`config.mk`:
```
export PLATFORM = sky130hd
export DESIGN_NAME = synth_prog_regfile
export DESIGN_NICKNAME = d
export VERILOG_FILES = /design/src/rtl/synth_prog_pkg.sv /design/src/rtl/sp_sync.sv /design/src/rtl/sp_shifter.sv /design/src/rtl/sp_modbuf.sv /design/src/rtl/sp_regbank.sv /design/src/rtl/synth_prog_regfile.sv
export SDC_FILE = /design/constraint.sdc
export NUM_CORES = 1
export LEC_CHECK = 0
export BUFFER_PORTS_ARGS = -buffer_cell sky130_fd_sc_hd__buf_4
export CAP_MARGIN = 5
export CORE_ASPECT_RATIO = 0.8
export CORE_MARGIN = 2
export CORE_UTILIZATION = 30
export CTS_BUF_LIST = sky130_fd_sc_hd__clkbuf_16
export DETAILED_ROUTE_END_ITERATION = 10
export HOLD_SLACK_MARGIN = 0.02
export PLACE_DENSITY = 0.5
export SLEW_MARGIN = 20
export SYNTH_ARGS = -nofsm -noshare
export SYNTH_HDL_FRONTEND = slang
export SYNTH_HIERARCHICAL = 1
export SYNTH_SLANG_ARGS = --single-unit
export TNS_END_PERCENT = 30
```
`constraint.sdc`:
```
create_clock -name clk -period 4.2 [get_ports clk]
set_input_delay 0.84 -clock clk [delete_from_list [all_inputs] [get_ports clk]]
set_output_delay 0.84 -clock clk [all_outputs]
set_load 0.02 [all_outputs]
```
`src/rtl/synth_prog_pkg.sv`:
```
package synth_prog_pkg;

    localparam int WORD_W   = 24;
    localparam int SEL_W    = 2;
    localparam int PAYLD_W  = WORD_W - SEL_W;

    localparam int NINT_W   = 9;
    localparam int FRAC_W   = 12;
    localparam int RCNT_W   = 4;
    localparam int MOD_W    = 12;

    localparam int FRAC_LSB = SEL_W;
    localparam int NINT_LSB = FRAC_LSB + FRAC_W;
    localparam int MOD_LSB  = SEL_W;
    localparam int RCNT_LSB = MOD_LSB + MOD_W;

    typedef enum logic [SEL_W-1:0] {
        SEL_NDIV  = 2'd0,
        SEL_RDIV  = 2'd1,
        SEL_CTRL  = 2'd2,
        SEL_NOISE = 2'd3
    } reg_sel_e;

    typedef struct packed {
        logic [NINT_W-1:0] nint;
        logic [FRAC_W-1:0] frac;
    } ndiv_t;

    typedef struct packed {
        logic [RCNT_W-1:0] rcnt;
        logic [MOD_W-1:0]  modv;
    } rdiv_t;

    function automatic reg_sel_e sel_of(input logic [SEL_W-1:0] bits);
        return reg_sel_e'(bits);
    endfunction

endpackage

```
`src/rtl/sp_sync.sv`:
```
module sp_sync #(
    parameter int W      = 3,
    parameter int STAGES = 2
) (
    input  logic         clk,
    input  logic         rst,
    input  logic [W-1:0] d,
    output logic [W-1:0] q
);
    logic [W-1:0] chain [STAGES];

    generate
        for (genvar s = 0; s < STAGES; s++) begin : g_stage
            if (s == 0) begin : g_first
                always_ff @(posedge clk) begin
                    if (rst) chain[s] <= '0;
                    else     chain[s] <= d;
                end
            end else begin : g_next
                always_ff @(posedge clk) begin
                    if (rst) chain[s] <= '0;
                    else     chain[s] <= chain[s-1];
                end
            end
        end
    endgenerate

    assign q = chain[STAGES-1];
endmodule

```
`src/rtl/sp_shifter.sv`:
```
module sp_shifter
    import synth_prog_pkg::*;
(
    input  logic              clk,
    input  logic              rst,
    input  logic              sclk_s,
    input  logic              sdat_s,
    output logic [WORD_W-1:0] word
);
    logic sclk_d;
    logic shift_en;

    assign shift_en = sclk_s & ~sclk_d;

    always_ff @(posedge clk) begin
        if (rst) begin
            sclk_d <= 1'b0;
            word   <= '0;
        end else begin
            sclk_d <= sclk_s;
            if (shift_en) word <= {word[WORD_W-2:0], sdat_s};
        end
    end
endmodule

```
`src/rtl/sp_modbuf.sv`:
```
module sp_modbuf
    import synth_prog_pkg::*;
(
    input  logic             clk,
    input  logic             rst,
    input  logic             load_pend,
    input  logic [MOD_W-1:0] pend_in,
    input  logic             commit,
    output logic [MOD_W-1:0] pending,
    output logic [MOD_W-1:0] active
);
    always_ff @(posedge clk) begin
        if (rst) begin
            pending <= '0;
            active  <= '0;
        end else begin
            if (load_pend) pending <= pend_in;
            if (commit)    active  <= pending;
        end
    end
endmodule

```
`src/rtl/sp_regbank.sv`:
```
module sp_regbank
    import synth_prog_pkg::*;
(
    input  logic               clk,
    input  logic               rst,
    input  logic               le_s,
    input  logic [WORD_W-1:0]  word,
    output ndiv_t              ndiv,
    output logic [RCNT_W-1:0]  rcnt,
    output logic [PAYLD_W-1:0] ctrl,
    output logic [PAYLD_W-1:0] noise,
    output logic               wr_rdiv,
    output logic               wr_ndiv,
    output logic [MOD_W-1:0]   mod_field,
    output logic               strobe,
    output logic [SEL_W-1:0]   idx
);
    logic     le_d;
    logic     xfer;
    reg_sel_e sel;
    ndiv_t    n_next;
    rdiv_t    r_next;

    assign xfer    = le_s & ~le_d;
    assign sel     = sel_of(word[SEL_W-1:0]);
    assign n_next  = '{nint: word[NINT_LSB +: NINT_W], frac: word[FRAC_LSB +: FRAC_W]};
    assign r_next  = '{rcnt: word[RCNT_LSB +: RCNT_W], modv: word[MOD_LSB +: MOD_W]};
    assign wr_ndiv = xfer && (sel == SEL_NDIV);
    assign wr_rdiv = xfer && (sel == SEL_RDIV);
    assign mod_field = r_next.modv;

    always_ff @(posedge clk) begin
        if (rst) begin
            le_d   <= 1'b0;
            ndiv   <= '0;
            rcnt   <= '0;
            ctrl   <= '0;
            noise  <= '0;
            strobe <= 1'b0;
            idx    <= '0;
        end else begin
            le_d   <= le_s;
            strobe <= xfer;
            if (xfer) begin
                idx <= word[SEL_W-1:0];
                unique case (sel)
                    SEL_NDIV:  ndiv  <= n_next;
                    SEL_RDIV:  rcnt  <= r_next.rcnt;
                    SEL_CTRL:  ctrl  <= word[WORD_W-1:SEL_W];
                    SEL_NOISE: noise <= word[WORD_W-1:SEL_W];
                endcase
            end
        end
    end
endmodule

```
`src/rtl/synth_prog_regfile.sv`:
```
module synth_prog_regfile
    import synth_prog_pkg::*;
#(
    parameter int SYNC_STAGES = 2
) (
    input  logic               clk,
    input  logic               rst,
    input  logic               ser_clk,
    input  logic               ser_data,
    input  logic               ser_le,
    output logic [NINT_W-1:0]  n_int,
    output logic [FRAC_W-1:0]  n_frac,
    output logic [RCNT_W-1:0]  r_count,
    output logic [MOD_W-1:0]   mod_pending,
    output logic [MOD_W-1:0]   mod_active,
    output logic [PAYLD_W-1:0] ctrl_word,
    output logic [PAYLD_W-1:0] noise_word,
    output logic               upd_strobe,
    output logic [SEL_W-1:0]   upd_idx
);
    localparam int NSIG = 3;

    logic [NSIG-1:0]   pins_s;
    logic [WORD_W-1:0] sh_word;
    ndiv_t             ndiv;
    logic              wr_rdiv;
    logic              wr_ndiv;
    logic [MOD_W-1:0]  mod_field;

    sp_sync #(.W(NSIG), .STAGES(SYNC_STAGES)) u_sync (
        .clk (clk),
        .rst (rst),
        .d   ({ser_le, ser_clk, ser_data}),
        .q   (pins_s)
    );

    sp_shifter u_shift (
        .clk    (clk),
        .rst    (rst),
        .sclk_s (pins_s[1]),
        .sdat_s (pins_s[0]),
        .word   (sh_word)
    );

    sp_regbank u_bank (
        .clk       (clk),
        .rst       (rst),
        .le_s      (pins_s[2]),
        .word      (sh_word),
        .ndiv      (ndiv),
        .rcnt      (r_count),
        .ctrl      (ctrl_word),
        .noise     (noise_word),
        .wr_rdiv   (wr_rdiv),
        .wr_ndiv   (wr_ndiv),
        .mod_field (mod_field),
        .strobe    (upd_strobe),
        .idx       (upd_idx)
    );

    sp_modbuf u_mod (
        .clk       (clk),
        .rst       (rst),
        .load_pend (wr_rdiv),
        .pend_in   (mod_field),
        .commit    (wr_ndiv),
        .pending   (mod_pending),
        .active    (mod_active)
    );

    assign n_int  = ndiv.nint;
    assign n_frac = ndiv.frac;
endmodule

```
; Yosys cells after proc, flatten, opt, wreduce, memory -nomap -nowiden
; Memories as Yosys holds them, arrays and structs flattened.
; Cells that the tools add are included.
[totals]
memories = 1
elab_cells = 34
ff_bits = 122
ram_bits = 6
in_bits = 5
out_inout_bits = 96
[memory_table]
columns = name, depth, word_bits, read_ports, rd_ports_with_merged_regs, write_ports, line_no
row1 = u_sync.chain, 2, 3, 2, 0, 2, sp_sync.sv:10  ; logic [W-1:0] chain [STAGES];
[op_classes]
n_reduce_logical = 7
bitwise = 6
eq_ne = 3
n_mux = 5
[op_table]
columns = operator, n
row1 = $reduce_and A2 Y1, 4
row2 = $mux W3, 2
row3 = $eq A2 B2 Y1 const B, 2
row4 = $mux W1, 3
row5 = $and A1 B1 Y1, 2
row6 = $eq A2 B1 Y1 const B, 1
row7 = $logic_and A1 B1 Y1, 2
row8 = $logic_not A2 Y1, 1
row9 = $not A1 Y1, 2
row10 = $or A1 B1 Y1, 2

; Depth between registers and ports, before layout
; Gate-level depths: netlist of run 1.
[depth]
word_depth = 3
mapped_depth = 6
depth_no_buf = 4

; Cells and area by module
; Netlist of run 1, hierarchy kept.
[modules_own_cells]
columns = mod, seq_area_each_um2, cells_each, instances, area_per_inst_um2
row1 = sp_regbank, 1461.4, 323, 1, 2635.0
row2 = sp_shifter, 500.5, 82, 1, 984.7
row3 = sp_modbuf, 480.5, 76, 1, 843.3
row4 = sp_sync, 120.1, 12, 1, 157.7

; Least setup slack after synthesis of run 1
; Ideal clock, no wire load.
[synth_timing]
path_kind = flip-flop to flip-flop
startpoint = register u_shift.word[1]
endpoint = register u_mod.active[10]
n_path_buf = 2
stages_incl_launch_ff = 7
arrival_ns = 1.495
setup_time_ns = 0.117
required_time_ns = 4.083
period_less_slack_ns = 1.613
setup_slack_ns = 2.587
path_cell_list = dfxtp_1 or4b_4 clkinv_2 buf_6 buf_6 mux2i_1 nor2_1
[synth_via]
elab_chain_len = 2
[synth_rtl]
columns = item, line_no
row1 = from (decl), sp_shifter.sv:8  ; output logic [WORD_W-1:0] word
row2 = from (signal assigned), sp_shifter.sv:21  ; if (shift_en) word <= {word[WORD_W-2:0], sdat_s};
row3 = $logic_not A2 Y1, sp_regbank.sv:28  ; assign wr_ndiv = xfer && (sel == SEL_NDIV);
row4 = $logic_and A1 B1 Y1, sp_regbank.sv:28
row5 = via wr_ndiv, synth_prog_regfile.sv:27  ; logic wr_ndiv;
row6 = to (signal assigned), sp_modbuf.sv:18  ; if (commit) active <= pending;
row7 = to (decl), sp_modbuf.sv:10  ; output logic [MOD_W-1:0] active
; The timed path passes the listed nets, and every way through them passes these cells.
; A chain may end at the register's enable or synchronous reset.

; Final worst setup path of run 1
; Ends and elaborated chain as after synthesis.

==> results_dict.tcl, run 1 <==
set metrics [dict create \
    synthCells 493 \
    max_cap_viol_count 0 \
    drt_iter0_markers 177 \
    synth_nets 498 \
    r2r_cells 4 \
    p_sw_frac 0.205 \
    power_density_nw_per_um2 444 \
    rsz0062_at_grt "false" \
    cts.htree.levels 4 \
    async_flop_share 0 \
    dpl.cell_count 743 \
    yosysWarnings 6 \
    grt_usage 0.137 \
    vias_per_cell 4.45 \
    cp_top_family "simple AND/OR/NAND/NOR gates" \
    clock_sinks 128 \
    cts_resized 0 \
    p_int_mw 2.09 \
    synth.top_cell.area_share 0.555 \
    yosysSeqAreaShare 0.555 \
    hold_start "u_sync/chain[0][1]" \
    clkPwrFrac 0.517 \
    dieArea_um2 16400 \
    clk_pin_slew_ns 0.05 \
    status "complete, no violations" \
    setup_tns_ns 0 \
    grt_pass1_vias 3300 \
    avgSynthCellArea_um2 9.37 \
    synth.top_cells.by_area "dfxtp_1 55%, mux2i_1 11%, nand2_1 11%, a21oi_1 7.0%, nand2b_1 3.2%" \
    combPwrFrac 0.018 \
    reg2reg_slack_ns 2.08 \
    synth.most_common_cell "nand2_1" \
    max-vdd-ir-drop_mv 0.263 \
    crit_type "flop to flop" \
    n_antenna_cell 0 \
    grt_pass1_wl_um 17100 \
    finalHoldViolCount 0 \
    reg2reg_to "u_mod/active[10]" \
    die_w_um 143 \
    synth_area_um2 4620 \
    fillers 1513 \
    clk-insertion-delay-late_ns 0.41 \
    cp_num_buf_inv 1 \
    regArea_um2 2560 \
    grt_overflow_total 0 \
    startpoint_type "flop" \
    routabilityCongestion 0.701 \
    slew_headroom 0.297 \
    synth_edf_count 0 \
    die_h_um 115 \
    period_share 0.504 \
    dr.pass1.iters 4 \
    whs_path_depth 1 \
    critPathArrivalTime_ns 2.38 \
    clockBufferDepth 2 \
    hp-class "flop to flop" \
    instances_no_fill 775 \
    tightestPinTransition_ns 1.05 \
    yosys-top-cells-count "130 x nand2_1, 128 x dfxtp_1, 65 x a21oi_1" \
    cts_tree "yes" \
    period_needed_ns 2.12 \
    ys.flop_type "dfxtp_1" \
    fmax_mhz 472 \
    drtAntennaViolNets 0 \
    synth_top_area_cell "dfxtp_1" \
    vias 3452 \
    antenna_found_initial 0 \
    setup_viol 0 \
    cp_slowest_cell "or4b_4" \
    required_ns 4.47 \
    r2r_start "u_shift/word[1]" \
    max_stage_delay_ns 0.74 \
    power.switching_mw 0.539 \
    path_cells "or4b_4 > clkinv_2 > mux2i_1 > nor2_1" \
    post_cts_buffers 0 \
    netlist-cell-type-count 24 \
    endpoint_kind "flop" \
    start_util 0.308 \
    grt_max_degree 90 \
    root_buffer "clkbuf_16" \
    drc 0 \
    wl_per_cell_um 14.1 \
    portBuffers 100 \
    slew_viol_final 0 \
    multiInputGateArea_um2 1790 \
    hold_buffers 0 \
    rows 40 \
    clock_skew_ns 0.00579 \
    ys_ff_latch 128 \
    hpwl_um 7110 \
    nets 578 \
    drt_wl_total_um 10900 \
    hold_path_end "u_sync/chain[1][1]" \
    drive_above_1_share 0.229 \
    ios 101 \
    cts_made_buffers 17 \
    power_frac_seq 0.465 \
    path_max_fanout 33 \
    areaGrowthSynthToFinish_pct 28.1 \
    p_leak_nw 2.24 \
    core_region_area_um2 15000 \
]
## cell usage in the layout (no fill, tap or decap)
cell type,instances
a21oi_1,65
and4b_1,1
and4bb_2,1
buf_4,103
bufinv_16,2
clkbuf_16,17
clkinv_1,4
clkinv_2,4
clkinv_4,1
clkinvlp_4,3
dfxtp_1,128
inv_1,2
mux2i_1,53
nand2_1,130
nand2b_1,24
nand4b_1,1
nand4bb_1,1
nor2_1,30
nor2b_1,10
nor2b_4,1
nor4bb_4,1
o21ai_1,1
or2b_1,1
or4b_4,1
or4bb_1,1
## logic make-up (layout without fill, tap and decap cells)
family | after synthesis | count (layout) | share of synthesized area
buffers and inverters | 43 | 136 | 0.0617
AO/OA/AOI/OAI | 66 | 66 | 0.0715
multiplexers | 53 | 53 | 0.115
AND/OR/NAND/NOR | 203 | 203 | 0.197
flip-flops | 128 | 128 | 0.555
## final cells by class
cell class | count | area share
Sequential cell | 128 | 0.433
Multi-Input combinational cell | 322 | 0.302
Timing Repair Buffer | 103 | 0.131
Clock buffer | 17 | 0.0719
Tap cell | 189 | 0.0399
Clock inverter | 15 | 0.0218
Inverter | 1 | 0.000845
## registers in the layout (all words and copies together) (netlist names)
signal	cells
u_bank/le_d	1
u_bank/ctrl	22
u_bank/rcnt	4
u_bank/ndiv	21
u_shift/sclk_d	1
u_sync/chain	6
u_bank/strobe	1
u_mod/active	12
u_bank/noise	22
u_shift/word	24
u_mod/pending	12
u_bank/idx	2
## power by group through the flow
stage,combinational (mW),sequential [mW],clock (mW)
CTS,0.0501,1.22,1.40
finish,0.0484,1.22,1.36
global placement,0.0491,1.25,0
global route,0.0531,1.22,1.46
detailed placement,0.0501,1.25,0
floorplan,0.0422,1.25,0
## per-stage QoR
stage | instance area (um^2) | power (mW) | setup slack, ns | hold slack, ns | util
finish | 5920 | 2.63 | 2.08 | 0.436 | 0.394
global route | 5920 | 2.73 | 1.96 | 0.467 | 0.394
CTS | 5920 | 2.67 | 2.05 | 0.438 | 0.394
detailed placement | 5370 | 1.30 | 1.93 | 0.425 | 0.357
global placement | 5370 | 1.30 | 1.97 | 0.428 | 0.357
floorplan | 4620 | 1.29 | 2.59 | 0.414 | -
## how the worst max path moves through the flow
| stage | depth (start not counted) | end | startpoint |
|---|---|---|---|
| after CTS | 4 | u_mod/active[7] | u_shift/word[1] |
| final | 4 | u_mod/active[10] | u_shift/word[1] |
| after detailed placement | 3 | u_mod/pending[11] | rst |
| after global routing | 4 | u_mod/active[7] | u_shift/word[1] |
| after global placement | 3 | u_bank/rcnt[0] | rst |
| after floorplan | 6 | u_mod/active[10] | u_shift/word[1] |
## metal layers
| metal | vias up | global-route usage | part of all wire |
|---|---|---|---|
| met5 | - | 0 | 0 |
| met3 | 15 | 0.0483 | 0.057 |
| met1 | 1596 | 0.179 | 0.47 |
| li1 | 1769 | - | - |
| met2 | 72 | 0.211 | 0.46 |
| met4 | 0 | 0.0515 | 0.015 |
(Power assumes the default switching activity.)
==> run 2, diff against run 1 <==
- PLACE_DENSITY: 0.5 -> 0.52
- clock period: 4.2 -> 1.8 ns (I/O delays scaled with it)
==> run 2 against run 1 <==
Compared with the run above:
- cell area rose by 3.3%
- count of clock-buffer cells in the layout did not move
- non-clock buffer count rose by 21
- register-to-register slack got worse by 1.9 ns
- combinational power rose to 2.9 times the previous value
- critical path type unchanged
- largest cell class unchanged
==> results_dict.tcl, run 2 (synthesized netlist as in run 1, its figures left out) <==
set metrics [dict create \
    wl_per_cell_um 14.1 \
    routabilityCongestion 0.725 \
    rsz0062_at_grt "false" \
    endpoint_kind "flop" \
    finalHoldViolCount 0 \
    grt_pass1_wl_um 18100 \
    largest-register "u_shift/word" \
    areaGrowthSynthToFinish_pct 32.4 \
    dr.pass1.iters 5 \
    core_region_area_um2 15000 \
    r2r_start "u_shift/word[0]" \
    die_h_um 115 \
    portBuffers 100 \
    max_cap_viol_count 0 \
    drive_above_1_share 0.250 \
    hpwl_um 7970 \
    final_common_cell "nand2_1" \
    root_buffer "clkbuf_16" \
    whs_path_depth 2 \
    cp_top_family "simple AND/OR/NAND/NOR gates" \
    cts_tree "yes" \
    clk_pin_slew_ns 0.05 \
    clock_sinks 128 \
    hold_start "ser_clk" \
    drc 0 \
    clk-insertion-delay-late_ns 0.41 \
    hp-class "input pin to flop" \
    clockBufferDepth 2 \
    nets 599 \
    reg2reg_to "u_mod/active[2]" \
    tightestPinTransition_ns 0.451 \
    max_stage_delay_ns 0.56 \
    path_max_fanout 11 \
    start_util 0.308 \
    cp_slowest_cell "or4b_4" \
    fmax_mhz 601 \
    vias_per_cell 4.48 \
    crit_type "flop to flop" \
    p_leak_nw 2.37 \
    vias 3561 \
    grt_pass1_vias 3543 \
    n_antenna_cell 0 \
    layout_common_cells "130 x nand2_1, 128 x dfxtp_1, 121 x buf_4" \
    reg2reg_slack_ns 0.14 \
    setup_tns_ns 0 \
    period_needed_ns 1.66 \
    slew_headroom 0.699 \
    status "complete, no violations" \
    ios 101 \
    antenna_found_initial 0 \
    slew_viol_final 0 \
    r2r_cells 5 \
    hold_path_end "u_sync/chain[0][1]" \
    cts.htree.levels 4 \
    rows 40 \
    setup_viol 0 \
    startpoint "u_shift/word[0]" \
    drtAntennaViolNets 0 \
    reg.largest.list "u_shift/word x24, u_bank/ctrl x22, u_bank/noise x22" \
    drt_iter0_markers 202 \
    grt_max_degree 39 \
    period_share 0.925 \
    clock_skew_ns 0.00469 \
    max-vdd-ir-drop_mv 0.649 \
    grt_usage 0.144 \
    drt_wl_total_um 11200 \
    startpoint_type "flop" \
    critPathArrivalTime_ns 1.97 \
    grt_overflow_total 0 \
    cp_num_buf_inv 2 \
    cts_made_buffers 17 \
    dieArea_um2 16400 \
    path_cells "or4b_4 > inv_4 > buf_4 > mux2i_1 > nor2_1" \
    required_ns 2.10 \
    power_density_nw_per_um2 1020 \
    die_w_um 143 \
    holdWs_ns 0.158 \
    largest_reg_flops 24 \
    fillers 1527 \
]
## run 2: changes by cell type in the layout (fill, tap and decap cells not counted), sizes merged
cell      change
buf          +21
clkinv        -1
bufinv        +1
inv           +1
clkinvlp      -3
## run 2: report_power, final
part	internal (mW)	total (mW)	switching, mW	leakage [nW]
combinational	0.0586	0.140	0.0809	1.06
sequential	2.84	2.85	0.00455	1.03
clock	2.11	3.25	1.14	0.280
total	5.01	6.24	1.23	2.37
## run 2: per-stage QoR
step                      total power [mW]  std cells  utilization  cell area (um^2)  setup slack (ns)
after global routing                  6.47        794        0.407              6120           0.00148
after detailed placement              3.05        764        0.370              5560            0.0983
after CTS                             6.32        794        0.407              6120            0.0877
after floorplan                       3.01        493            -              4620             0.187
final                                 6.24        794        0.407              6120             0.135
after global placement                3.05        764        0.370              5560             0.138
## run 2: cell type report
cell class	instances	area (um^2)	area share
flip-flops and latches	128	2560	0.419
repair buffers	124	968	0.158
inverters	1	6.26	0.00102
clock inverters	13	130	0.0213
clock buffers	17	425	0.0695
multi-input cells	322	1790	0.292
well taps	189	236	0.0387
## run 2: worst max-delay path by stage
stage / endpoint / slack [ns] / cells past startpoint
floorplan: u_mod/active[10] / 0.19 / 6
global route: u_mod/active[1] / 0.001 / 5
finish: u_mod/active[2] / 0.14 / 5
detailed placement: u_mod/active[11] / 0.1 / 5
CTS: u_mod/active[11] / 0.09 / 5
global placement: u_mod/active[11] / 0.14 / 5
## run 2: worst reg2reg max path: stages, from the launching register on
cell	delay (ns)
dfxtp_1	0.37
or4b_4	0.56
inv_4	0.19
buf_4	0.19
mux2i_1	0.20
nor2_1	0.05
## run 2: timing repair
item                       in CTS  in global routing
gates resized for setup         0                  1
setup buffers                   0                  0
setup endpoints to repair       0                  4
hold buffers                    0                  0
## run 2: layer usage
metal | wire, um | GRT usage | vias to the layer above
li1 | - | - | 1816
met1 | 5070 | 0.185 | 1652
met2 | 5250 | 0.221 | 82
met3 | 791 | 0.0600 | 11
met4 | 119 | 0.0475 | 0
met5 | 0 | 0 | -
